--- config.mk ---
export PLATFORM = sky130hd
export DESIGN_NAME = ud_count_stage
export DESIGN_NICKNAME = d
export VERILOG_FILES = /design/src/rtl/udc_pkg.sv /design/src/rtl/udc_ctrl.sv /design/src/rtl/udc_datapath.sv /design/src/rtl/ud_count_stage.sv
export SDC_FILE = /design/constraint.sdc
export NUM_CORES = 1
export LEC_CHECK = 0
export BUFFER_PORTS_ARGS = -buffer_cell sky130_fd_sc_hd__buf_2
export CAP_MARGIN = 10
export CORE_MARGIN = 3
export CORE_UTILIZATION = 46
export DETAILED_ROUTE_END_ITERATION = 8
export PLACE_DENSITY = 0.74
export SYNTH_ARGS = -nofsm -noshare
export SYNTH_HDL_FRONTEND = slang
export SYNTH_SLANG_ARGS = --single-unit
--- constraint.sdc ---
create_clock -name clk -period 1.9 [get_ports clk]
set_clock_uncertainty 0.2 [all_clocks]
set_input_delay 0.38 -clock clk [delete_from_list [all_inputs] [get_ports clk]]
set_output_delay 0.38 -clock clk [all_outputs]
set_load 0.02 [all_outputs]
--- src/rtl/udc_pkg.sv ---
package udc_pkg;
  // Strobes from the control block to the datapath.
  typedef struct packed {
    logic clear;  // asynchronous clear of the count register
    logic load;   // show and capture the load value
    logic step;   // advance one code on this edge
    logic dirUp;  // direction for the step
  } ctl_t;
endpackage

--- src/rtl/udc_ctrl.sv ---
module udc_ctrl
  import udc_pkg::*;
(
  input  logic clk,
  input  logic resetIn,
  input  logic loadEn,
  input  logic cinN,
  input  logic countUp,
  output ctl_t ctl
);
  // Held high by reset and cleared on the first edge after release, so that edge never counts.
  logic rstHold;

  always_ff @(posedge clk or posedge resetIn) begin
    if (resetIn) rstHold <= 1'b1;
    else         rstHold <= 1'b0;
  end

  // Fixed priority: clear, then load, then count.
  always_comb begin
    ctl.clear = resetIn;
    ctl.load  = !resetIn && loadEn;
    ctl.step  = !resetIn && !loadEn && !cinN && !rstHold;
    ctl.dirUp = countUp;
  end

  AST_NO_STEP_AFTER_RELEASE: assert property (@(posedge clk) disable iff (resetIn)
    $fell(rstHold) |-> $past(!ctl.step));
endmodule

--- src/rtl/udc_datapath.sv ---
module udc_datapath
  import udc_pkg::*;
#(
  parameter int WIDTH  = 4,
  parameter bit DECADE = 1'b1
) (
  input  logic             clk,
  input  ctl_t             ctl,
  input  logic [WIDTH-1:0] loadVal,
  input  logic             cinN,
  output logic [WIDTH-1:0] countOut,
  output logic             coutN
);
  localparam logic [WIDTH-1:0] TOP  = DECADE ? WIDTH'(9) : {WIDTH{1'b1}};
  localparam logic [WIDTH-1:0] ZERO = '0;
  localparam logic [WIDTH-1:0] ONE  = WIDTH'(1);
  localparam logic [WIDTH-1:0] TWO  = WIDTH'(2);

  logic [WIDTH-1:0] cnt;
  logic [WIDTH-1:0] nxtUp;
  logic [WIDTH-1:0] nxtDn;
  logic [WIDTH-1:0] nxt;
  logic             clr;
  logic             atTerm;

  assign clr = ctl.clear;

  generate
    if (DECADE) begin : g_decade
      always_comb begin
        if (cnt == TOP)     nxtUp = ZERO;
        else if (cnt > TOP) nxtUp = cnt[0] ? ZERO : cnt + ONE;
        else                nxtUp = cnt + ONE;
        if (cnt == ZERO)    nxtDn = TOP;
        else if (cnt > TOP) nxtDn = cnt - TWO;
        else                nxtDn = cnt - ONE;
      end
    end else begin : g_binary
      assign nxtUp = cnt + ONE;
      assign nxtDn = cnt - ONE;
    end
  endgenerate

  assign nxt = ctl.dirUp ? nxtUp : nxtDn;

  always_ff @(posedge clk or posedge clr) begin
    if (clr)           cnt <= ZERO;
    else if (ctl.load) cnt <= loadVal;
    else if (ctl.step) cnt <= nxt;
  end

  // While a load is active, the load value bypasses the register so it appears without an edge.
  assign countOut = ctl.load ? loadVal : cnt;
  assign atTerm   = ctl.dirUp ? (countOut == TOP) : (countOut == ZERO);
  assign coutN    = cinN | ~atTerm;

  AST_HOLD_IDLE: assert property (@(posedge clk) disable iff (clr)
    (!ctl.step && !ctl.load) |=> $stable(cnt));
  AST_LOAD_CAPTURE: assert property (@(posedge clk) disable iff (clr)
    ctl.load |=> (cnt == $past(loadVal)));
  AST_STEP_UP: assert property (@(posedge clk) disable iff (clr)
    (ctl.step && ctl.dirUp && !ctl.load && cnt < TOP) |=> (cnt == $past(cnt) + ONE));
  AST_STEP_DOWN: assert property (@(posedge clk) disable iff (clr)
    (ctl.step && !ctl.dirUp && !ctl.load && cnt != ZERO && cnt <= TOP) |=> (cnt == $past(cnt) - ONE));
  AST_STAY_LEGAL: assert property (@(posedge clk) disable iff (clr)
    (ctl.step && !ctl.load && cnt <= TOP) |=> (cnt <= TOP));
  AST_RECOVER_DOWN: assert property (@(posedge clk) disable iff (clr)
    (ctl.step && !ctl.dirUp && !ctl.load && cnt > TOP) |=> (cnt < $past(cnt)));
  AST_CARRY_AT_END: assert property (@(posedge clk) disable iff (clr)
    !coutN |-> (!cinN && (countOut == ZERO || countOut == TOP)));
endmodule

--- src/rtl/ud_count_stage.sv ---
module ud_count_stage
  import udc_pkg::*;
#(
  parameter int WIDTH  = 4,
  parameter bit DECADE = 1'b1
) (
  input  logic             clk,
  input  logic             resetIn,
  input  logic             loadEn,
  input  logic [WIDTH-1:0] loadVal,
  input  logic             cinN,
  input  logic             countUp,
  output logic [WIDTH-1:0] countOut,
  output logic             coutN
);
  ctl_t ctl;

  udc_ctrl u_ctrl (
    .clk     (clk),
    .resetIn (resetIn),
    .loadEn  (loadEn),
    .cinN    (cinN),
    .countUp (countUp),
    .ctl     (ctl)
  );

  udc_datapath #(.WIDTH(WIDTH), .DECADE(DECADE)) u_dp (
    .clk      (clk),
    .ctl      (ctl),
    .loadVal  (loadVal),
    .cinN     (cinN),
    .countOut (countOut),
    .coutN    (coutN)
  );

  AST_ENABLE_GATES_CARRY: assert property (@(posedge clk) disable iff (resetIn)
    cinN |-> coutN);
endmodule

=== After elaboration in Yosys (flattened, before gate mapping) ===
Cells that the tools add are included.

* Register bits after elaboration: 5
* Bits of input ports: 9
* Output and inout port bits: 5
* Word-level logic and storage cells: 31

* $add $sub $neg: 3
* Order comparisons: 1
* Equality and inequality tests: 2
* Muxes and demuxes: 10
* Bitwise operators: 2
* Reduce and logical (&&, ||, !) cells: 11

{| class="wikitable"
|+ Operator list
! operator !! number
|-
| $mux 4 || 9
|-
| $eq 4x4->1 const B || 2
|-
| $logic_not 4->1 || 2
|-
| $add 4x1->4 const B || 1
|-
| $gt 4x4->1 const B || 1
|-
| $logic_and 1x1->1 || 4
|-
| $logic_not 1->1 || 4
|-
| $sub 4x1->4 const B || 1
|-
| $sub 4x2->4 const B || 1
|-
| $reduce_bool 2->1 || 1
|-
| $mux 1 || 1
|-
| $not 1->1 || 1
|-
| $or 1x1->1 || 1
|}

=== Logic depth before layout (Yosys ltp) ===
* Word-level depth: 7
* Gate-level depth with buffers: 7
* Gate-level depth less buffers: 6

=== By module ===
Synthesis repeated with hierarchy kept, for this count alone.

* Cell total of the unflattened synthesis: 90
* Area, all modules: 676.9 um2

{| class="wikitable"
|+ By module, submodules not included
! module !! instances !! cells each !! area each (um2) !! seq. area each (um2)
|-
| udc_datapath || 1 || 83 || 606.8 || 100.1
|-
| udc_ctrl || 1 || 7 || 70.1 || 26.3
|}

=== Worst setup path before layout ===
No wires, ideal clock.

* Path type: input -> output
* From: in loadEn
* To: out coutN
* Data arrival time: 1.513 ns
* Data required time: 1.320 ns
* Path slack: -0.193 ns
* Cell stages on the path: 5
* Path buffers: 1
* Path through: nor2b_1 > buf_6 > mux2_4 > and3_4 > o21ai_1

* Cells in the longest elaborated chain, start to end: 6
* Elaborated cells between the ends (all ways): 7
* Classes of those cells: 1 x eq/ne; 2 x mux; 2 x bitwise; 2 x reduce/logical

{| class="wikitable"
|+ Ends and longest elaborated chain
! element !! line !! source
|-
| start, declared || ud_count_stage.sv:9 || <nowiki>input logic loadEn,</nowiki>
|-
| $logic_and 1x1->1 * || udc_ctrl.sv:22 || <nowiki>ctl.load = !resetIn && loadEn;</nowiki>
|-
| $mux 4 * || udc_datapath.sv:53 || <nowiki>assign countOut = ctl.load ? loadVal : cnt;</nowiki>
|-
| named net countOut[3] || ud_count_stage.sv:13 || <nowiki>output logic [WIDTH-1:0] countOut,</nowiki>
|-
| $eq 4x4->1 / $logic_not 4->1 (equally long branches) || udc_datapath.sv:54 || <nowiki>assign atTerm = ctl.dirUp ? (countOut == TOP) : (countOut == ZERO);</nowiki>
|-
| $mux 1 * || udc_datapath.sv:54 ||
|-
| $not 1->1 * || udc_datapath.sv:55 || <nowiki>assign coutN = cinN | ~atTerm;</nowiki>
|-
| $or 1x1->1 * || udc_datapath.sv:55 ||
|-
| end, declared || ud_count_stage.sv:14 || <nowiki>output logic coutN</nowiki>
|}

The timed path passes the listed nets; every way through them passes the cells marked *.

=== Worst setup path after layout ===
* From: in resetIn
* To: out coutN

* Cells in the longest elaborated chain, start to end: 7
* Elaborated cells between the ends (all ways): 8
* Classes of those cells: 1 x eq/ne; 2 x mux; 2 x bitwise; 3 x reduce/logical

{| class="wikitable"
|+ Ends and longest elaborated chain
! element !! line !! source
|-
| start, declared || ud_count_stage.sv:8 || <nowiki>input logic resetIn,</nowiki>
|-
| $logic_not 1->1 (no source line) * || - ||
|-
| $logic_and 1x1->1 * || udc_ctrl.sv:22 ||
|-
| $mux 4 * || udc_datapath.sv:53 ||
|-
| $eq 4x4->1 / $logic_not 4->1 (equally long branches) || udc_datapath.sv:54 ||
|-
| $mux 1 * || udc_datapath.sv:54 ||
|-
| $not 1->1 * || udc_datapath.sv:55 ||
|-
| $or 1x1->1 * || udc_datapath.sv:55 ||
|}

Mark *: on every way between the ends. The rest lies on a longest branch, timed or not.

==> results.sh <==
export IMPL_path_class="in -> out"
export IMPL_diodes=0
export IMPL_yosys_warnings=0
export IMPL_mostFrequentLayoutCell="buf_4"
export IMPL_fin_nets=125
export IMPL_r2r_end="u_dp.cnt[0]"
export IMPL_arrival_ns=1.47
export IMPL_drv_max_cap_violation_count=0
export IMPL_grt_overflow_total=0
export IMPL_htreeDepth=1
export IMPL_endpoint_kind="output port"
export IMPL_fp_dieArea_sq_um=1860
export IMPL_peakVddDrop_v=0.000441
export IMPL_hpwl_microns=1330
export IMPL_io_pins=14
export IMPL_area_growth_pct=47.7
export IMPL_holdCritPathClass="in -> async"
export IMPL_synth_top_family_by_area="compound AO/OA/AOI/OAI gates"
export IMPL_synth_xor_area_share_pct=1.38
export IMPL_crit_path_max_fanout=5
export IMPL_syn_inst=79
export IMPL_synthMuxAreaShare_pct=9.86
export IMPL_clock_path_buffers=2
export IMPL_slew_violations=0
export IMPL_start_util_pct=52.8
export IMPL_chipWidth_microns=43.1
export IMPL_rr_worst_depth=6
export IMPL_rrSetupSlack_ns=0.09
export IMPL_final_cell_mix="buf_4 (16), buf_2 (9), nand2_1 (7)"
export IMPL_status="finished with violations"
export IMPL_utilization_pct=78.0
export IMPL_rsz0062_at_grt="yes"
export IMPL_seq_area_frac_synth_pct=19.9
export IMPL_cts_tree="built"
export IMPL_synth_seq_cells=5
export IMPL_power_total_mw=0.708
export IMPL_wl_microns=1950
export IMPL_vias=722
export IMPL_fin_crit_sh_pct=108
export IMPL_synthesis_area_sq_um=634
export IMPL_cts_buffers=3
export IMPL_cts_num_sinks=5
export IMPL_grt_max_degree=15
export IMPL_dpl_worst_slack_ns=-0.185
export IMPL_violations="setup timing"
export IMPL_layout_setup_ws_ns=-0.147
export IMPL_syn_nets=95
export IMPL_ant_nets=0
export IMPL_setup_worst_path_start_class="primary input"
export IMPL_vias_per_cell=5.92
export IMPL_leakagePower_nw=0.428
export IMPL_antenna_found_initial=0
export IMPL_min_period_ns=2.05
export IMPL_place_gp_congestion=0.777
export IMPL_drive_gt1_share_pct=43.5
export IMPL_rows=12
export IMPL_first_pass_iters=4
export IMPL_max_freq_mhz=489
export IMPL_syn_area_per_cell_sq_um=8.03
export IMPL_synth_compound_area_share_pct=24.5
export IMPL_p_per_area_nw_per_um2=756
export IMPL_fp_dieH_microns=43.1
export IMPL_r2r_start="u_dp.cnt[0]"
export IMPL_grt_pass1_vias=709
export IMPL_insertion_delay_ns=0.26
export IMPL_clkTransAtPathRegs_ns=0.05
export IMPL_fp_coreArea_sq_um=1200
export IMPL_port_buffers=13
export IMPL_grt_pass1_wl_microns=3060
export IMPL_yosys_area_share_simple_pct=23.1
export IMPL_drc=0
export IMPL_drt_iter0_markers=18
export IMPL_clock_root_buffer="clkbuf_4"
export IMPL_cts_hold_buf=0
export IMPL_grt_usage_pct=21.5
export IMPL_setup_viol=1
export IMPL_final_hold_violation_count=0
export IMPL_synth_cell_types=36
export IMPL_synthAdderAreaFrac_pct=13.8
export IMPL_required_ns=1.32
export IMPL_avgRoutedWirePerCell_microns=16.0
-- state kept, by name, indices dropped and copies added (netlist names) --
name            count
u_dp.cnt            4
u_ctrl.rstHold      1
-- cells in the mapped netlist --
library cell / n / area, sq um
ha_1: 7 / 87.6
nor2_1: 6 / 22.5
a21oi_1: 1 / 5.00
nand3_1: 2 / 10.0
mux2i_1: 1 / 10.0
nand2_1: 7 / 26.3
dfstp_2: 1 / 26.3
nand2b_1: 1 / 6.26
a22oi_1: 2 / 15.0
conb_1: 1 / 3.75
nand3b_1: 1 / 7.51
and3_1: 1 / 6.26
mux2_4: 2 / 30.0
inv_1: 5 / 18.8
mux2_2: 2 / 22.5
nor2b_1: 3 / 18.8
buf_2: 2 / 10.0
a32oi_1: 1 / 8.76
o21ai_1: 3 / 15.0
o211ai_1: 2 / 15.0
xnor2_1: 1 / 8.76
a22o_1: 1 / 8.76
nor3_1: 5 / 25.0
dfrtp_1: 4 / 100
o21ai_0: 5 / 25.0
buf_6: 1 / 11.3
a31o_1: 1 / 8.76
and3_4: 1 / 11.3
a211o_1: 2 / 17.5
a31oi_1: 1 / 6.26
o21bai_1: 1 / 7.51
o2111ai_1: 1 / 8.76
a211oi_1: 1 / 7.51
nor4_2: 1 / 12.5
o22ai_1: 1 / 6.26
clkbuf_1: 1 / 3.75
-- through the flow --
| step | cells | cell area (sq um) | TNS (ns) | hold WS, ns |
|---|---|---|---|---|
| 2_1_floorplan | 79 | 669 | -0.0164 | -0.0364 |
| 3_3_place_gp | 113 | 810 | -0.162 | 0.307 |
| 3_5_place_dp | 113 | 810 | -0.191 | 0.320 |
| 4_1_cts | 118 | 878 | -0.146 | 0.0266 |
| 5_1_grt | 122 | 937 | -0.174 | 0.0325 |
| 6_report | 122 | 937 | -0.147 | 0.0307 |
-- what timing repair did --
item / CTS / global route
setup endpoints to repair: 2 / 4
setup buffers: 1 / 4
gates resized for setup: 9 / 7
pin swaps: 2 / 2
-- final cells by class --
| class | instances | area (sq um) |
|---|---|---|
| Clock buffer | 4 | 26.3 |
| Fill cell | 82 | 264 |
| Inverter | 5 | 18.8 |
| Multi-Input combinational cell | 65 | 534 |
| Sequential cell | 5 | 126 |
| Tap cell | 14 | 17.5 |
| Timing Repair Buffer | 29 | 214 |
-- layer usage --
layer  vias up  part of all wire, %  track usage (%)
met5         -                    0                0
met4         0                  2.6             10.2
met3         6                  6.7             6.78
met2        35                   49             34.2
met1       334                   42             25.7
li1        347                    -                -
-- where the power goes --
part / switching [mW] / internal (mW)
logic: 0.227 / 0.205
registers: 0.0196 / 0.124
clock network: 0.0525 / 0.0800
-- critical path: stages --
cell and delay [ns]:
buf_8 0.10, nor2b_4 0.20, mux2_4 0.35, and3_4 0.19, o21ai_4 0.11, buf_6 0.13
-- cell families (layout without fill, tap and decap cells) --
| group | after synthesis | in the layout |
|---|---|---|
| simple gates | 28 | 28 |
| compound gates | 23 | 23 |
| buf+inv | 9 | 38 |
| fa+ha+maj | 7 | 7 |
| mux | 5 | 5 |
| flops | 5 | 5 |
| other cells | 1 | 1 |
| xor+xnor | 1 | 1 |
-- how the worst max path moves through the flow --
stage	slack [ns]	from	to	cells after the start
floorplan	-0.02	loadEn	coutN	5
global placement	-0.16	resetIn	coutN	6
detailed placement	-0.19	resetIn	coutN	6
CTS	-0.15	resetIn	coutN	6
global route	-0.17	resetIn	coutN	6
finish	-0.15	resetIn	coutN	6
Power figures use the tool's default switching activity.
